## src/rtl/alu4_pkg.sv

```systemverilog
package alu4_pkg;

  typedef enum logic [3:0] {
    OP_ADD  = 4'h0,
    OP_ADDC = 4'h1,
    OP_SUB  = 4'h2,
    OP_SUBB = 4'h3,
    OP_LSR  = 4'h4,
    OP_ASR  = 4'h5,
    OP_ROR  = 4'h6,
    OP_CLR  = 4'h7,
    OP_OR   = 4'h8,
    OP_AND  = 4'h9,
    OP_XOR  = 4'hA,
    OP_NOTA = 4'hB,
    OP_SHOW = 4'hC,
    OP_NAND = 4'hD,
    OP_LSL  = 4'hE,
    OP_ROL  = 4'hF
  } alu_op_e;

  // Selects that route through the shared adder
  function automatic logic op_uses_adder(input alu_op_e op);
    return (op == OP_ADD) || (op == OP_ADDC) || (op == OP_SUB) || (op == OP_SUBB);
  endfunction

  // Selects that invert B before the adder
  function automatic logic op_is_subtract(input alu_op_e op);
    return (op == OP_SUB) || (op == OP_SUBB);
  endfunction

  // Adder carry-in for each arithmetic select
  function automatic logic adder_carry_in(input alu_op_e op, input logic cin);
    logic c;
    case (op)
      OP_ADD:  c = 1'b0;
      OP_ADDC: c = cin;
      OP_SUB:  c = 1'b1;
      OP_SUBB: c = ~cin;
      default: c = 1'b0;
    endcase
    return c;
  endfunction

endpackage

```

## src/rtl/alu4_full_add.sv

```systemverilog
module alu4_full_add (
  input  logic x_i,
  input  logic y_i,
  input  logic c_i,
  output logic s_o,
  output logic c_o
);

  logic half_sum;

  assign half_sum = x_i ^ y_i;
  assign s_o      = half_sum ^ c_i;
  assign c_o      = (x_i & y_i) | (half_sum & c_i);

endmodule

```

## src/rtl/alu4_ripple_adder.sv

```systemverilog
module alu4_ripple_adder #(
  parameter int WIDTH = 4
) (
  input  logic [WIDTH-1:0] x_i,
  input  logic [WIDTH-1:0] y_i,
  input  logic             c_i,
  output logic [WIDTH-1:0] sum_o,
  output logic             c_o
);

  logic [WIDTH:0] chain;

  assign chain[0] = c_i;

  for (genvar g = 0; g < WIDTH; g++) begin : g_bit
    alu4_full_add u_fa (
      .x_i (x_i[g]),
      .y_i (y_i[g]),
      .c_i (chain[g]),
      .s_o (sum_o[g]),
      .c_o (chain[g+1])
    );
  end

  assign c_o = chain[WIDTH];

endmodule

```

## src/rtl/alu4_shifter.sv

```systemverilog
module alu4_shifter #(
  parameter int WIDTH = 4
) (
  input  logic [WIDTH-1:0] val_i,
  input  logic [WIDTH-1:0] amt_i,
  output logic [WIDTH-1:0] lsr_o,
  output logic [WIDTH-1:0] asr_o,
  output logic [WIDTH-1:0] lsl_o,
  output logic [WIDTH-1:0] ror_o,
  output logic [WIDTH-1:0] rol_o
);

  // Right shift; beyond the top bit the fill is either zero or the sign
  function automatic logic [WIDTH-1:0] shr_f(input logic [WIDTH-1:0] v,
                                             input int unsigned k,
                                             input logic fill);
    logic [WIDTH-1:0] r;
    for (int i = 0; i < WIDTH; i++) begin
      if (i + k < WIDTH) r[i] = v[i+k];
      else               r[i] = fill;
    end
    return r;
  endfunction

  // Left shift with zero fill
  function automatic logic [WIDTH-1:0] shl_f(input logic [WIDTH-1:0] v,
                                             input int unsigned k);
    logic [WIDTH-1:0] r;
    for (int i = 0; i < WIDTH; i++) begin
      if (i >= k) r[i] = v[i-k];
      else        r[i] = 1'b0;
    end
    return r;
  endfunction

  // Rotate right; a left rotate by k is a right rotate by WIDTH - k
  function automatic logic [WIDTH-1:0] rotr_f(input logic [WIDTH-1:0] v,
                                              input int unsigned k);
    logic [WIDTH-1:0] r;
    for (int i = 0; i < WIDTH; i++) begin
      r[i] = v[(i + k) % WIDTH];
    end
    return r;
  endfunction

  int unsigned amount;
  int unsigned wrap_r;
  int unsigned wrap_l;

  always_comb begin
    amount = int'(amt_i);
    wrap_r = amount % WIDTH;
    wrap_l = (WIDTH - wrap_r) % WIDTH;
    lsr_o  = shr_f(val_i, amount, 1'b0);
    asr_o  = shr_f(val_i, amount, val_i[WIDTH-1]);
    lsl_o  = shl_f(val_i, amount);
    ror_o  = rotr_f(val_i, wrap_r);
    rol_o  = rotr_f(val_i, wrap_l);
  end

endmodule

```

## src/rtl/alu4_logic_unit.sv

```systemverilog
module alu4_logic_unit #(
  parameter int WIDTH = 4
) (
  input  logic [WIDTH-1:0] a_i,
  input  logic [WIDTH-1:0] b_i,
  output logic [WIDTH-1:0] or_o,
  output logic [WIDTH-1:0] and_o,
  output logic [WIDTH-1:0] xor_o,
  output logic [WIDTH-1:0] nota_o,
  output logic [WIDTH-1:0] nand_o
);

  assign or_o   = a_i | b_i;
  assign and_o  = a_i & b_i;
  assign xor_o  = a_i ^ b_i;
  assign nota_o = ~a_i;
  assign nand_o = ~(a_i & b_i);

endmodule

```

## src/rtl/alu4_led_format.sv

```systemverilog
module alu4_led_format #(
  parameter int               WIDTH  = 4,
  parameter int               CHAR_W = 8,
  parameter logic [CHAR_W-1:0] GLYPH_HI = 8'h4F,
  parameter logic [CHAR_W-1:0] GLYPH_LO = 8'h4B,
  localparam int              LED_W  = 2 * CHAR_W
) (
  input  logic             show_i,
  input  logic [WIDTH-1:0] res_i,
  input  logic             cout_i,
  input  logic             zero_i,
  output logic [LED_W-1:0] led_o
);

  always_comb begin
    led_o = '0;
    if (show_i) begin
      led_o = {GLYPH_HI, GLYPH_LO};
    end else begin
      led_o[WIDTH-1:0] = res_i;
      led_o[LED_W-2]   = cout_i;
      led_o[LED_W-1]   = zero_i;
    end
  end

endmodule

```

## src/rtl/alu4_core.sv

```systemverilog
module alu4_core
  import alu4_pkg::*;
#(
  parameter int                WIDTH    = 4,
  parameter int                CHAR_W   = 8,
  parameter logic [CHAR_W-1:0] GLYPH_HI = 8'h4F,
  parameter logic [CHAR_W-1:0] GLYPH_LO = 8'h4B,
  localparam int               LED_W    = 2 * CHAR_W
) (
  input  logic [WIDTH-1:0] opd_a,
  input  logic [WIDTH-1:0] opd_b,
  input  logic             carry_in,
  input  logic [3:0]       op_sel,
  output logic [WIDTH-1:0] result,
  output logic             carry_out,
  output logic             zero_flag,
  output logic [LED_W-1:0] led_word
);

  alu_op_e op;

  // Named internal events, visible to the bound checker
  logic             is_arith;
  logic             is_display;
  logic [WIDTH-1:0] adder_b;
  logic             adder_cin;
  logic [WIDTH-1:0] adder_sum;
  logic             adder_cout;

  logic [WIDTH-1:0] sh_lsr, sh_asr, sh_lsl, sh_ror, sh_rol;
  logic [WIDTH-1:0] lg_or, lg_and, lg_xor, lg_nota, lg_nand;
  logic [WIDTH-1:0] res_mux;

  assign op         = alu_op_e'(op_sel);
  assign is_arith   = op_uses_adder(op);
  assign is_display = (op == OP_SHOW);

  // Subtract presents ~B; the +1 of the two's complement rides on the carry-in
  assign adder_b   = op_is_subtract(op) ? ~opd_b : opd_b;
  assign adder_cin = adder_carry_in(op, carry_in);

  alu4_ripple_adder #(.WIDTH(WIDTH)) u_adder (
    .x_i   (opd_a),
    .y_i   (adder_b),
    .c_i   (adder_cin),
    .sum_o (adder_sum),
    .c_o   (adder_cout)
  );

  alu4_shifter #(.WIDTH(WIDTH)) u_shift (
    .val_i (opd_a),
    .amt_i (opd_b),
    .lsr_o (sh_lsr),
    .asr_o (sh_asr),
    .lsl_o (sh_lsl),
    .ror_o (sh_ror),
    .rol_o (sh_rol)
  );

  alu4_logic_unit #(.WIDTH(WIDTH)) u_logic (
    .a_i    (opd_a),
    .b_i    (opd_b),
    .or_o   (lg_or),
    .and_o  (lg_and),
    .xor_o  (lg_xor),
    .nota_o (lg_nota),
    .nand_o (lg_nand)
  );

  always_comb begin
    case (op)
      OP_ADD, OP_ADDC,
      OP_SUB, OP_SUBB: res_mux = adder_sum;
      OP_LSR:          res_mux = sh_lsr;
      OP_ASR:          res_mux = sh_asr;
      OP_ROR:          res_mux = sh_ror;
      OP_CLR:          res_mux = '0;
      OP_OR:           res_mux = lg_or;
      OP_AND:          res_mux = lg_and;
      OP_XOR:          res_mux = lg_xor;
      OP_NOTA:         res_mux = lg_nota;
      OP_SHOW:         res_mux = '0;
      OP_NAND:         res_mux = lg_nand;
      OP_LSL:          res_mux = sh_lsl;
      OP_ROL:          res_mux = sh_rol;
      default:         res_mux = '0;
    endcase
  end

  assign result    = res_mux;
  assign carry_out = is_arith & adder_cout;
  assign zero_flag = ~|res_mux;

  alu4_led_format #(
    .WIDTH    (WIDTH),
    .CHAR_W   (CHAR_W),
    .GLYPH_HI (GLYPH_HI),
    .GLYPH_LO (GLYPH_LO)
  ) u_led (
    .show_i (is_display),
    .res_i  (res_mux),
    .cout_i (carry_out),
    .zero_i (zero_flag),
    .led_o  (led_word)
  );

endmodule

```

## config.mk

```make
export PLATFORM = sky130hd
export DESIGN_NAME = alu4_core
export DESIGN_NICKNAME = d
export VERILOG_FILES = /design/src/rtl/alu4_pkg.sv /design/src/rtl/alu4_full_add.sv /design/src/rtl/alu4_ripple_adder.sv /design/src/rtl/alu4_shifter.sv /design/src/rtl/alu4_logic_unit.sv /design/src/rtl/alu4_led_format.sv /design/src/rtl/alu4_core.sv
export SDC_FILE = /design/constraint.sdc
export NUM_CORES = 1
export LEC_CHECK = 0
export BUFFER_PORTS_ARGS = -buffer_cell sky130_fd_sc_hd__buf_4
export CAP_MARGIN = 20
export CORE_ASPECT_RATIO = 0.6
export CORE_UTILIZATION = 33
export DETAILED_ROUTE_END_ITERATION = 10
export GPL_ROUTABILITY_DRIVEN = 1
export GPL_TIMING_DRIVEN = 0
export PLACE_DENSITY = 0.62
export SYNTH_ARGS = -nofsm -noshare
export SYNTH_HDL_FRONTEND = slang
export SYNTH_HIERARCHICAL = 1
export SYNTH_SLANG_ARGS = --single-unit
export TNS_END_PERCENT = 30
```

## constraint.sdc

```tcl
create_clock -name vclk -period 11
set_input_delay 0.55 -clock vclk [all_inputs]
set_output_delay 0.55 -clock vclk [all_outputs]
set_load 0.02 [all_outputs]
```

==> impl_metrics.tcl <==
set metrics [dict create \
    start_util_pct 34.4 \
    synth_warnings 6 \
    cellPowerDensity_nw_per_um2 49.8 \
    ir_drop_v 0.0000201 \
    synth_largest_area_cell "ha_1" \
    vias_per_cell 5.38 \
    regArea_um2 0 \
    antenna_found_initial 0 \
    cts_hold_buf 0 \
    wl_um 4540 \
    synth_area_um2 1580 \
    critPathArrivalTime_ns 4.82 \
    critPathRequiredTime_ns 10.45 \
    nClkBuffers 0 \
    rsz0062_at_grt "no" \
    vias 1559 \
    multi_input_area_um2 1360 \
    die_h_um 55.6 \
    numPortBuffers 29 \
    finalCritPeriodShare_pct 48.8 \
    worst_slack_ns 5.63 \
    cts_repair_resize_count 0 \
    hold_path.class "input port to output pin" \
    grt_pass1_wl_um 7210 \
    drt-pass1-iter-count 4 \
    leakagePower_uw 0.000892 \
    die-area_um2 5070 \
    rows 19 \
    critPathMaxFanout 10 \
    synth.avg_cell_area_um2 8.17 \
    worstSetupStartpointType "input port" \
    nFillCells 486 \
    drv.max_cap_violation_count 0 \
    dp_hpwl_um 3460 \
    gr-total-overflow 0 \
    slew_headroom_pct 49.0 \
    critPathKind "input port to output pin" \
    core_area_um2 4590 \
    synthCells 193 \
    hold_violations 0 \
    ios 35 \
    synth.most_common_cell "inv_1" \
    grt_usage_pct 17.7 \
    die_width_um 91.3 \
    place_ws_ns 5.62 \
    fin_setup_tns_ns 0 \
    yosysSeqAreaShare_pct 0 \
    status "complete, no violations" \
    area_growth_pct 20.1 \
    drive_gt1_share_pct 26.4 \
    fmax_mhz 186 \
    gp_congestion 0.845 \
    antenna_cells 0 \
    yosysUniqueCellTypes 56 \
    ant_nets 0 \
    drt_iter0_drc 139 \
    synth_common_cells "22 x inv_1, 20 x ha_1, 10 x buf_4, 10 x nor2_1" \
    fin_nets 266 \
    finalCriticalPeriod_ns 5.37 \
    endpoint_kind "output pin" \
    routedWlPerCell_um 15.7 \
    synth_top_area_share_pct 15.9 \
    drc_errors 0 \
    grt_max_degree 15 \
    flops_and_latches 0 \
    setup_violations 0 \
    slew_violations 0 \
    post_cts_buffers 0 \
    grt_pass1_vias 1383 \
    worst_slew_pin_slew_ns 0.758 \
    synthTopCellsByArea "ha_1 16%, mux4_1 6.7%, inv_1 5.2%" \
]
metrics by stage:
stage / utilization [%] / hold WS (ns) / area [um2] / std cells / total power, uW
3_5_place_dp: 41.3 / 1.65 / 1890 / 290 / 93.3
5_1_grt: 41.3 / 1.71 / 1890 / 290 / 103
6_report: 41.3 / 1.66 / 1890 / 290 / 94.3
4_1_cts: 41.3 / 1.65 / 1890 / 290 / 93.6
3_3_place_gp: 41.2 / 1.64 / 1890 / 289 / 92.0
2_1_floorplan: - / 1.52 / 1590 / 197 / 62.5
worst max-delay path, stage by stage:
cell,delay (ns)
buf_4,0.10
buf_2,0.24
buf_1,0.45
nor3b_2,0.44
xor2_1,0.15
fa_1,0.42
fa_1,0.39
fa_1,0.39
fa_1,0.52
nor2_1,0.05
nor3b_1,0.21
o2111ai_1,0.12
a31oi_1,0.36
nor4_2,0.08
nor2b_1,0.14
buf_4,0.19
placed cells by master, fill, tap and decap left out, types with 5 or more instances in the layout:
master and n:
a21oi_1 5, buf_2 6, buf_4 39, conb_1 5, ha_1 20, inv_1 22
nand2_1 5, nand3_1 5, nor2_1 10, nor2b_1 8, nor3b_1 5, xor2_1 8
worst paths after layout:
check,slack [ns],cells after the start,end,start
setup / recovery,5.63,16,led_word[15],op_sel[1]
hold / removal,1.66,5,result[0],op_sel[0]
cells by family (layout without fill, tap and decap cells):
kind of cell | Yosys count | after routing | share of synthesized area [%]
other | 1 | 5 | 0.238
buffers and inverters | 46 | 76 | 15.1
AO/OA/AOI/OAI | 39 | 39 | 18.9
AND/OR/NAND/NOR | 59 | 59 | 23.3
XOR/XNOR | 9 | 9 | 5.00
multiplexers | 15 | 15 | 16.6
adder cells (fa/ha/maj) | 24 | 24 | 20.9
report_power, final:
group          leakage [uW]  switching, uW  internal [uW]
logic              0.000892           52.6           41.7
registers                 0              0              0
clock network             0              0              0
total              0.000892           52.6           41.7
cell type report:
cell class         count  area share [%]
multi-input cells    151            71.5
repair buffers        30            11.8
plain buffers         23            7.99
inverters             23            4.56
well taps             63            4.16
layer usage:
metal	routed length, um	global-route usage (%)	part of all wire [%]	vias up
li1	-	-	-	752
met1	2410	30.5	53	764
met2	1870	24.4	41	43
met3	263	0.551	5.8	0
met4	0	1.36	0	0
met5	0	0	0	-
(Power assumes the default switching activity.)
